### config.mk
export PLATFORM = sky130hd
export DESIGN_NAME = wsf_status_gen
export DESIGN_NICKNAME = d
export VERILOG_FILES = /design/src/rtl/wsf_pkg.sv /design/src/rtl/wsf_op_tracker.sv /design/src/rtl/wsf_toggle_gen.sv /design/src/rtl/wsf_read_mux.sv /design/src/rtl/wsf_status_gen.sv
export SDC_FILE = /design/constraint.sdc
export NUM_CORES = 1
export LEC_CHECK = 0
export ABC_AREA = 1
export BUFFER_PORTS_ARGS = -buffer_cell sky130_fd_sc_hd__buf_2
export CORE_MARGIN = 2
export CORE_UTILIZATION = 36
export CTS_CLUSTER_SIZE = 20
export DETAILED_ROUTE_END_ITERATION = 8
export GPL_ROUTABILITY_DRIVEN = 1
export PLACE_DENSITY_LB_ADDON = 0.05
export SYNTH_ARGS = -nofsm -noshare
export SYNTH_HDL_FRONTEND = slang
export SYNTH_SLANG_ARGS = --single-unit
export TNS_END_PERCENT = 1
### constraint.sdc
create_clock -name clk -period 0.9 [get_ports clk]
set_input_delay 0.18 -clock clk [delete_from_list [all_inputs] [get_ports clk]]
set_output_delay 0.18 -clock clk [all_outputs]
set_load 0.005 [all_outputs]
### src/rtl/wsf_pkg.sv
package wsf_pkg;
  typedef enum logic {
    OP_PROGRAM = 1'b0,
    OP_ERASE   = 1'b1
  } op_kind_e;
endpackage

### src/rtl/wsf_op_tracker.sv
module wsf_op_tracker
  import wsf_pkg::*;
#(
  parameter int DW       = 16,
  parameter int POLL_BIT = 7
) (
  input  logic          clk,
  input  logic          rst,
  input  logic          op_start,
  input  logic          op_kind,
  input  logic [DW-1:0] op_data,
  input  logic          op_done,
  output logic          busy_o,
  output op_kind_e      kind_o,
  output logic          poll_src_o
);
  logic     busy_q;
  op_kind_e kind_q;
  logic     poll_q;

  always_ff @(posedge clk) begin
    if (rst) begin
      busy_q <= 1'b0;
      kind_q <= OP_PROGRAM;
      poll_q <= 1'b0;
    end else if (busy_q) begin
      if (op_done) busy_q <= 1'b0;
    end else if (op_start) begin
      busy_q <= 1'b1;
      kind_q <= op_kind_e'(op_kind);
      poll_q <= op_data[POLL_BIT];
    end
  end

  assign busy_o     = busy_q;
  assign kind_o     = kind_q;
  assign poll_src_o = poll_q;
endmodule

### src/rtl/wsf_toggle_gen.sv
module wsf_toggle_gen (
  input  logic clk,
  input  logic rst,
  input  logic clear,
  input  logic step,
  output logic tog_o
);
  logic tog_q;

  always_ff @(posedge clk) begin
    if (rst || clear) tog_q <= 1'b0;
    else if (step)    tog_q <= ~tog_q;
  end

  assign tog_o = tog_q;
endmodule

### src/rtl/wsf_read_mux.sv
module wsf_read_mux
  import wsf_pkg::*;
#(
  parameter int DW       = 16,
  parameter int POLL_BIT = 7,
  parameter int TOG_BIT  = 6
) (
  input  logic          clk,
  input  logic          rst,
  input  logic          rd_strobe,
  input  logic          status_en,
  input  op_kind_e      kind,
  input  logic          poll_src,
  input  logic          tog,
  input  logic [DW-1:0] array_data,
  output logic [DW-1:0] rd_data
);
  logic [DW-1:0] status_word;
  logic [DW-1:0] rd_q;

  always_comb begin
    status_word           = '0;
    status_word[POLL_BIT] = (kind == OP_ERASE) ? 1'b0 : ~poll_src;
    status_word[TOG_BIT]  = ~tog;
  end

  always_ff @(posedge clk) begin
    if (rst)            rd_q <= '0;
    else if (rd_strobe) rd_q <= status_en ? status_word : array_data;
  end

  assign rd_data = rd_q;
endmodule

### src/rtl/wsf_status_gen.sv
module wsf_status_gen
  import wsf_pkg::*;
#(
  parameter int DW       = 16,
  parameter int POLL_BIT = 7,
  parameter int TOG_BIT  = 6
) (
  input  logic          clk,
  input  logic          rst,
  input  logic          op_start,
  input  logic          op_kind,
  input  logic [DW-1:0] op_data,
  input  logic          op_done,
  input  logic          rd_strobe,
  input  logic [DW-1:0] array_data,
  output logic [DW-1:0] rd_data,
  output logic          ready_o,
  output logic          rb_pull_o
);
  logic     busy;
  op_kind_e kind;
  logic     poll_src;
  logic     tog;
  logic     status_rd;
  logic     accept;

  // completion takes priority over a read in the same cycle
  assign status_rd = rd_strobe & busy & ~op_done;
  assign accept    = op_start & ~busy;

  wsf_op_tracker #(.DW(DW), .POLL_BIT(POLL_BIT)) u_track (
    .clk(clk), .rst(rst), .op_start(op_start), .op_kind(op_kind),
    .op_data(op_data), .op_done(op_done), .busy_o(busy),
    .kind_o(kind), .poll_src_o(poll_src)
  );

  wsf_toggle_gen u_tog (
    .clk(clk), .rst(rst), .clear(accept), .step(status_rd), .tog_o(tog)
  );

  wsf_read_mux #(.DW(DW), .POLL_BIT(POLL_BIT), .TOG_BIT(TOG_BIT)) u_mux (
    .clk(clk), .rst(rst), .rd_strobe(rd_strobe), .status_en(status_rd),
    .kind(kind), .poll_src(poll_src), .tog(tog),
    .array_data(array_data), .rd_data(rd_data)
  );

  assign ready_o   = ~busy;
  assign rb_pull_o = busy;
endmodule

==> results of run 1 <==
-- power breakdown --
part	internal, mW	switching (mW)
Sequential	0.955	0.0310
Combinational	0.169	0.168
Clock	0.246	0.259
Total	1.37	0.458
-- worst max-delay path, stage by stage, from the launching register on --
cell and delay (ns):
dfxtp_4 0.39, inv_2 0.04, buf_6 0.10
-- layer usage --
metal / vias up / global-route usage [%] / wire length, microns
met1: 352 / 19.6 / 814
met4: 0 / 9.21 / 17
met5: - / 0 / 0
met3: 2 / 2.87 / 100
li1: 414 / - / -
met2: 21 / 25.1 / 864
-- worst max-delay path by stage --
stage | from | to | slack, ns | depth (start not counted)
after floorplan | u_track.busy_o | u_mux.rd_data[0] | -0.004 | 6
after global placement | u_track.busy_o | u_mux.rd_data[8] | -0.02 | 5
after CTS | u_track.busy_o | ready_o | -0.13 | 2
final | u_track.busy_o | ready_o | -0.1 | 2
after detailed placement | u_track.busy_o | u_mux.rd_data[3] | -0.03 | 4
after global routing | u_track.busy_o | ready_o | -0.15 | 2
-- state kept, by name, summed over array words and instances, names as in the netlist --
name and count:
u_track.poll_src_o 1, u_track.kind_o 1, u_tog.tog_o 1, u_track.busy_o 1
u_mux.rd_data 16
-- logic make-up after synthesis --
kind of cell / Yosys count
and+or+nand+nor: 61
DFF: 20
buffers and inverters: 12
AOI/OAI and AO/OA: 8
-- metrics by stage --
step	std cells	instance area, sq um
2_1_floorplan	101	827
3_3_place_gp	173	1100
3_5_place_dp	173	1100
4_1_cts	177	1170
5_1_grt	177	1200
6_report	177	1200
-- final cells by class --
| class | count | area, sq um |
|---|---|---|
| multi-input cells | 69 | 392 |
| well taps | 28 | 35.0 |
| flip-flops and latches | 20 | 424 |
| repair buffers | 47 | 278 |
| inverters | 9 | 33.8 |
| clock buffers | 4 | 36.3 |
| fillers | 235 | 992 |
-- repair_timing --
item                                    4_1_cts  5_1_grt
gates resized for setup                      18        9
endpoints found under the setup margin       33       37
cloned                                        0        0
pin swaps                                     1        1
-- placed cells by master (no fill, tap or decap), drive strengths merged --
cell and count:
nand3 4, nand2 18, inv 9, nor2 28, a21oi 6, buf 47
o21ai 2, clkbuf 4, dfxtp 20, nor3 11
==> results by group, run 1 <==
Drt
  – Remaining DRCs: 0
  – DR WL/cell: just over 10 microns
  – Detailed Routing Iterations Pass 1: 2
  – DR iter-0 viols: 1
  – Via density: approximately 4.5
  – Via count: roughly 790
  – Detailed Route WL: ~1800 microns
  – Antenna-violating nets left: 0

Setup path
  – Data arrival, critical path: a little over 0.8 ns
  – RR Startpoint: u_track.busy_o
  – Req. time, crit path: 0.72 ns
  – Crit path kind: reg2out
  – Reg2Reg Capture Point: u_mux.rd_data[3]
  – Worst-case reg-to-reg path depth: 4
  – Crit. End Element: output pin
  – Startpoint types: register
  – R2R Setup Slk: -0.02 ns
  – Crit-path max FO: 5

Timing
  – Final hold vios: 0
  – Post-route setup slack: -0.0997 ns
  – Period utilisation layout: 111%
  – WHS: between 0.1 and 0.15 ns
  – Final Max Tran Viols: 0
  – Count of final setup violators: 21
  – Relative slew margins: roughly 83%
  – Setup TNS: -0.481 ns
  – Min Tclk post-route: around 1 ns
  – RSZ-0062 raised after global routing: yes
  – Fmax: between 1000 and 1500 MHz
  – Worst Tran Pin Value: ~0.26 ns
  – Clock skew: 0.00361 ns

CTS
  – Post-CTS Hold Fix Bufs: 0
  – Clock latency on the worst-skew pair: between 0.2 and 0.3 ns
  – CTS buffer count: 3
  – Clock transition at path regs: ~0.10 ns
  – Clock Tree Root: clkbuf_4
  – Maximum root-to-sink buffer count: 2
  – Total clock sinks: 20
  – Htree depth: 1
  – Post-CTS setup buffer count: 0
  – TritonCTS clock tree: yes

Finish
  – ANT cells: 0
  – Share of cells above drive strength 1: around three fifths
  – Area grow syn2layout: 45.6%
  – NumNets Final: between 150 and 200
  – Fin util: a little over half

Synthesis
  – Post-synthesis cell type count: 16
  – Area share of the largest cell type after synthesis: 48.6%
  – Number of synthesized flops with an enable pin: 0
  – Mapped Cells: about 100
  – Register area share after synthesis: 48.6%
  – Xor/xnor cell area share of the yosys netlist: 0%
  – Largest family of logic cells by synthesized area: simple AND/OR/NAND/NOR gates
  – Yosys Warn Count: 0
  – Mapped Avg Cell Area: 8.15 sq um
  – #FFs+latches synth: 20
  – Most frequent cell after synthesis: nor2_1
  – Post-Synth Simple-Gate Area: approximately two fifths
  – Syn Nets: 139
  – Mapped Area: between 800 and 900 sq um
  – Top cells by count, synth: nor2_1, dfxtp_1, nand2_1
  – Main synth FF type: dfxtp_1
  – Synth Area in Compound Gates: 5.32%
  – Mux share of post-synthesis cell area: 0%
  – Area leader, netlist: dfxtp_1
  – Synth area leaders: dfxtp_1, nor2_1, nor3_2, nand2_1, inv_1
  – Synth async-reset ratio: 0%
  – Adder-cell area share of the yosys netlist: 0%

Placed design
  – Detailed placement HPWL: between 1000 and 1500 microns
  – IO Port Bufs: 40
  – Setup WS pre-CTS: -0.0296 ns
  – Placer Congestion: about 0.73

Floorplanning
  – Die area: roughly 2700 sq um
  – I/O Pins: 56
  – Starting Density: a little under two fifths
  – Site Rows: 17
  – DIE HEIGHT: between 50 and 60 microns
  – Die Span X: just over 50 microns
  – Core area: 2190 sq um

Power and ir drop
  – VDD IR-drop max: between 0.9 and 1 mV
  – LEAKAGE: slightly below 0.6 nW
  – Pwr/cell area: between 1500 and 2000 nW/um^2
  – Power, Total: about 1.8 mW

Run status
  – Failing checks: negative setup slack
  – Outcome: finished with violations

Job
  – Max Cap Viol: 0

Global route
  – First-pass GRT wire length: a little over 3000 microns
  – Global Route Usage Sum: 15.7%
  – Vias in the first global route: ~730
  – Total congestion overflow: 0
  – Initial antenna violation count: 0
  – Largest net degree at the start of global routing: 14

Worst hold path
  – Hold path startpoint: array_data[5]
  – Hold path cells: 3
  – HP Class: in2reg
  – Hold-critical path endpoint: u_mux.rd_data[5]
Note: power is estimated with default switching activity, not from simulation.
==> inputs of run 2 (changes only) <==
--- a/config.mk
+++ b/config.mk
@@ -7,7 +7,6 @@
 export LEC_CHECK = 0
 export ABC_AREA = 1
 export BUFFER_PORTS_ARGS = -buffer_cell sky130_fd_sc_hd__buf_2
-export CORE_MARGIN = 2
 export CORE_UTILIZATION = 36
 export CTS_CLUSTER_SIZE = 20
 export DETAILED_ROUTE_END_ITERATION = 8
==> run 2 against run 1 <==
The flow still finishes with violations (negative setup slack); register-to-register slack hardly changed; critical path depth unchanged; final cell count down 1.1%; clock power is 16% lower; sequential power about the same; core utilization rose by 2.1 points; setup slack got worse by 0.022 ns; count of clock-buffer cells in the layout unchanged; power is 4.9% lower; combinational power down 3%; critical endpoint unchanged; largest cell class unchanged; largest power group unchanged.
==> results by group, run 2 (synthesized netlist as in run 1, its figures left out) <==
Setup path
  – R2R Setup Slk: -0.02 ns (about the same)
  – Startpoint types: register
  – Crit path kind: reg2out
  – Worst-case reg-to-reg path depth: 7 (+3)
  – Data arrival, critical path: 0.84 ns (+0.02 ns)
  – Reg2Reg Capture Point: u_mux.rd_data[7]
  – RR Startpoint: u_track.busy_o
  – Req. time, crit path: 0.72 ns (about the same)
  – Crit-path max FO: 5 (unchanged)
  – Crit. End Element: output pin

Drt
  – Via count: 775 (-1.8%)
  – Remaining DRCs: 0 (unchanged)
  – Antenna-violating nets left: 0 (unchanged)
  – DR WL/cell: 9.65 microns (-5.0%)
  – Detailed Route WL: 1690 microns (-6.1%)
  – Detailed Routing Iterations Pass 1: 4 (+2)
  – Via density: 4.43 (-0.65%)
  – DR iter-0 viols: 4 (+3)

Global route
  – Global Route Usage Sum: 15.6% (-0.093 points)
  – Vias in the first global route: 712 (-2.9%)
  – Largest net degree at the start of global routing: 14 (unchanged)
  – Initial antenna violation count: 0 (unchanged)
  – Total congestion overflow: 0 (unchanged)
  – First-pass GRT wire length: 2910 microns (-6.2%)

CTS
  – CTS buffer count: 3 (unchanged)
  – Clock latency on the worst-skew pair: 0.29 ns (about the same)
  – Clock Tree Root: clkbuf_4
  – Clock transition at path regs: 0.11 ns (about the same)
  – Total clock sinks: 20 (unchanged)
  – TritonCTS clock tree: yes
  – Maximum root-to-sink buffer count: 2 (unchanged)
  – Post-CTS Hold Fix Bufs: 0 (unchanged)
  – Htree depth: 1 (unchanged)

Finish
  – Max FFs per register: 16 (unchanged)
  – Commonest non-fill, non-tap cell in the layout: buf_2
  – Most frequent cells in the layout: buf_2, nor2_1, nand2_1, dfxtp_2, nor3_2
  – NumNets Final: 187 (-0.53%)
  – ANT cells: 0 (unchanged)
  – Area grow syn2layout: 42.4%
  – Share of cells above drive strength 1: 58.8% (-0.95 points)
  – Finished layout cell area: 1170 sq um (-2.2%)
  – Fin util: 56.9% (+2.1 points)

Floorplanning
  – Core area: 2060 sq um (-5.9%)
  – Site Rows: 16 (-1)
  – DIE HEIGHT: 49.8 microns (-3.9%)
  – I/O Pins: 56 (unchanged)
  – Die area: 2480 sq um (-7.6%)
  – Die Span X: 49.8 microns (-3.9%)
  – Starting Density: 39.9% (+2.3 points)

Timing
  – Count of final setup violators: 30 (+43%)
  – Min Tclk post-route: 1.02 ns (+0.0217 ns)
  – WHS: 0.103 ns (-0.00921 ns)
  – Final Max Tran Viols: 0 (unchanged)
  – Clock skew: 0.00809 ns (+0.00448 ns)
  – Period utilisation layout: 113% (+2.4 points)
  – RSZ-0062 raised after global routing: yes
  – Fmax: 979 MHz (-2.1%)
  – Relative slew margins: 87.8% (+5.1 points)
  – Worst Tran Pin Value: 0.183 ns (-0.0758 ns)
  – Final hold vios: 0 (unchanged)
  – Setup TNS: -0.556 ns (-0.0756 ns)
  – Post-route setup slack: -0.121 ns (-0.0217 ns)

Worst hold path
  – Hold path startpoint: rst
  – HP Class: in2reg
  – Hold-critical path endpoint: u_mux.rd_data[3]
  – Hold path cells: 2 (-1)

Placed design
  – Detailed placement HPWL: 1310 microns (-2.7%)
  – DP Area: 1080 sq um (-1.9%)
  – Placer Congestion: 0.783 (+7.2%)
  – IO Port Bufs: 40 (unchanged)

Power and ir drop
  – Pwr/cell area: 1480 nW/um^2 (-2.7%)
  – VDD IR-drop max: 1.06 mV (+14%)
  – LEAKAGE: 0.574 nW (-3.0%)
  – Power, Total: 1.74 mW (-4.9%)

Run status
  – Outcome: finished with violations
  – Failing checks: negative setup slack

Job
  – Max Cap Viol: 0 (unchanged)
-- run 2: per-layer routing --
metal  GRT usage, %  vias to the layer above  routed length (microns)
met4           8.57                        0                        0
met5              0                        -                        0
met2           25.9                       25                      821
li1               -                      413                        -
met3           3.09                        0                       91
met1           18.7                      337                      775
-- run 2: how the worst max path moves through the flow --
stage                            end           start  cells past startpoint  slack, ns
global placement    u_mux.rd_data[8]  u_track.busy_o                      5      -0.03
detailed placement  u_mux.rd_data[8]  u_track.busy_o                      5      -0.04
CTS                          ready_o  u_track.busy_o                      2      -0.14
global route                 ready_o  u_track.busy_o                      2      -0.18
floorplan           u_mux.rd_data[0]  u_track.busy_o                      6     -0.004
finish                       ready_o  u_track.busy_o                      2      -0.12
-- run 2: metrics by stage --
step / std cells / worst slack, ns
finish: 175 / -0.121
global route: 175 / -0.176
CTS: 175 / -0.139
detailed placement: 171 / -0.0368
global placement: 171 / -0.0298
floorplan: 101 / -0.00360
-- run 2: critical path, cell delays in order (launching register included) --
cell     delay (ns)
dfxtp_4        0.39
inv_2          0.04
buf_2          0.11
-- run 2: cell type report --
cell class,count,area [sq um]
multi-input combinational,69,390
tap,27,33.8
fill,208,890
timing repair buffer,46,264
inverter,9,33.8
clock buffer,4,26.3
sequential,20,424
-- run 2: report_power, final --
group / leakage, nW / internal, mW / switching, mW / total [mW]
clock network: 0.0150 / 0.172 / 0.252 / 0.424
logic: 0.388 / 0.163 / 0.164 / 0.327
registers: 0.171 / 0.955 / 0.0333 / 0.988
-- run 2: repair_timing --
action	4_1_cts	5_1_grt
gates resized for setup	15	12
pin swaps	0	1
setup endpoints to repair	33	37
buffers inserted	0	0
==> inputs of run 3 (changes only) <==
==> constraint.sdc (replaced) <==
create_clock -name clk -period 0.85 [get_ports clk]
set_input_delay 0.17 -clock clk [delete_from_list [all_inputs] [get_ports clk]]
set_output_delay 0.17 -clock clk [all_outputs]
set_load 0.005 [all_outputs]
==> run 3 against run 2 <==
The flow still finishes with violations (negative setup slack); combinational power increased by 12%; cell area increased by 3.4%; register-to-register slack got worse by 0.04 ns; first-iteration DRC count increased to 2.5 times the previous value; final cell count increased by 1.1%; die area unchanged; via count increased by 3.5%; sequential cell count unchanged; setup slack got worse by 0.034 ns; sequential share of layout area decreased by 1.2 points.
==> results by group, run 3 (synthesized netlist as in run 1, its figures left out) <==
Timing
  – Fmax: around 1000 MHz
  – Final hold vios: 0 (unchanged)
  – Clock skew: 0.00117 ns (-0.00692 ns)
  – Count of final setup violators: 35 (+17%)
  – Final Max Tran Viols: 0 (unchanged)
  – Worst Tran Pin Value: 0.194 ns (+0.0110 ns)
  – Period utilisation layout: 118%
  – Relative slew margins: 87.0% (-0.74 points)
  – RSZ-0062 raised after global routing: yes
  – Min Tclk post-route: roughly 1.0 ns
  – Post-route setup slack: -0.155 ns (-0.0336 ns)

Global route
  – Initial antenna violation count: 0 (unchanged)
  – First-pass GRT wire length: 2950 microns (+1.2%)
  – Global Route Usage Sum: 15.4% (-0.27 points)
  – Total congestion overflow: 0 (unchanged)
  – Vias in the first global route: 718 (+0.84%)
  – Largest net degree at the start of global routing: 14 (unchanged)

Floorplanning
  – Die area: 2480 sq um (unchanged)
  – I/O Pins: 56 (unchanged)
  – Site Rows: 16 (unchanged)
  – Die Span X: 49.8 microns (unchanged)
  – Core area: 2060 sq um (unchanged)
  – Starting Density: 39.9% (unchanged)
  – DIE HEIGHT: 49.8 microns (unchanged)

Power and ir drop
  – Pwr/cell area: 1620 nW/um^2 (+9.0%)
  – Psw: 0.499 mW (+11%)
  – Logic pwr share: 18.6% (-0.2 points)
  – Sw Ratio: 25.5% (-0.35 points)
  – VDD IR-drop max: 1.02 mV (-4.2%)
  – Power, Total: 1.96 mW (+13%)
  – Power Internal: 1.46 mW (+13%)
  – LEAKAGE: 0.595 nW (+3.7%)
  – Clk pwr share: 27.9% (+3.5 points)
  – Part of the power in registers: 53.5% (-3.3 points)

Finish
  – Finished layout cell area: 1210 sq um (+3.4%)
  – Area grow syn2layout: 47.3%
  – # fillers: 211 (+1.4%)
  – Commonest non-fill, non-tap cell in the layout: buf_2
  – Multi-input gate area: 387 sq um (-0.96%)
  – Max FFs per register: 16 (unchanged)
  – Share of cells above drive strength 1: 59.3% (+0.55 points)
  – Most frequent cells in the layout: buf_2, nor2_1, nand2_1, dfxtp_2, nor3_2
  – ANT cells: 0 (unchanged)
  – Reg area: 424 sq um (unchanged)
  – NumNets Final: 189 (+1.1%)

CTS
  – TritonCTS clock tree: yes
  – CTS buffer count: 3 (unchanged)
  – Maximum root-to-sink buffer count: 2 (unchanged)
  – Total clock sinks: 20 (unchanged)
  – Clock latency on the worst-skew pair: 0.30 ns (about the same)
  – Htree depth: 1 (unchanged)
  – Clock Tree Root: clkbuf_4
  – Clock transition at path regs: 0.11 ns (about the same)

Setup path
  – Crit. End Element: output pin
  – Data arrival, critical path: 0.84 ns (about the same)
  – Startpoint types: register
  – CP max stage delay: 0.39 ns (about the same)
  – Crit-path max FO: 5 (unchanged)
  – Slowest CP cell: dfxtp_4
  – Worst-path cell chain: inv_2, buf_6
  – Crit path kind: reg2out
  – Req. time, crit path: 0.68 ns (-0.04 ns)

Drt
  – Remaining DRCs: 0 (unchanged)
  – DR WL/cell: 10.1 microns (+4.3%)
  – Via density: 4.53 (+2.3%)
  – Via count: 802 (+3.5%)
  – Antenna-violating nets left: 0 (unchanged)
  – DR iter-0 viols: 10 (+6)
  – Detailed Routing Iterations Pass 1: 4 (unchanged)
  – Detailed Route WL: 1780 microns (+5.5%)

Placed design
  – Detailed placement HPWL: 1300 microns (-1.4%)
  – IO Port Bufs: 40 (unchanged)
  – Setup WS pre-CTS: -0.0796 ns (-0.0428 ns)
  – DP Area: 1090 sq um (+1.4%)
  – Placer Congestion: 0.772 (-1.4%)

Worst hold path
  – HP Class: in2reg

Run status
  – Failing checks: negative setup slack
  – Outcome: finished with violations

Job
  – Max Cap Viol: 0 (unchanged)
[run 3: cell count changes in the layout (fill, tap and decap cells not counted), sizes merged]
cell  delta
buf      +2
[run 3: critical path, delay by kind of cell (launching register included)]
kind / cells / cell delay [ns]
flops: 1 / 0.39
buf+inv: 2 / 0.14
[run 3: repair_timing]
item,CTS,global route
setup endpoints to repair,35,37
buffers inserted,0,0
gates resized for setup,15,13
hold buffers,0,0
pin swaps,1,0
[run 3: path summary, 6_finish.rpt]
check / slack [ns] / depth (start not counted) / endpoint / from
max: -0.16 / 2 / ready_o / u_track.busy_o
min: 0.10 / 3 / u_mux.rd_data[4] / array_data[4]
max reg2reg: -0.06 / 4 / u_mux.rd_data[5] / u_track.busy_o
min reg2reg: 0.46 / 2 / u_tog.tog_o / u_tog.tog_o
[run 3: through the flow]
stage	TNS, ns	util (%)	cells	hold WS [ns]
finish	-1.99	58.8	177	0.103
global placement	-0.932	52.9	173	0.416
CTS	-2.40	56.2	177	0.0844
detailed placement	-0.907	52.9	173	0.423
global route	-3.73	58.8	177	0.100
floorplan	-0.536	-	101	0.229
[run 3: power groups by stage]
stage	Sequential [mW]	Clock, mW	Combinational, mW
after floorplan	1.06	0	0.171
after global placement	1.05	0	0.325
after global routing	1.06	0.605	0.409
after CTS	1.04	0.569	0.341
after detailed placement	1.06	0	0.328
final	1.05	0.546	0.366
[run 3: layout make-up]
type                       instances  area share (%)
sequential                        20            35.0
multi-input combinational         69            31.9
timing repair buffer              48            24.6
clock buffer                       4            2.99
inverter                           9            2.79
tap                               27            2.79
[run 3: routing by layer]
layer	share of wire (%)	vias up	GRT usage, %
met5	0	-	0
met2	50	25	26.6
met4	0	0	1.43
li1	-	416	-
met3	6.0	0	6.48
met1	44	361	18.1
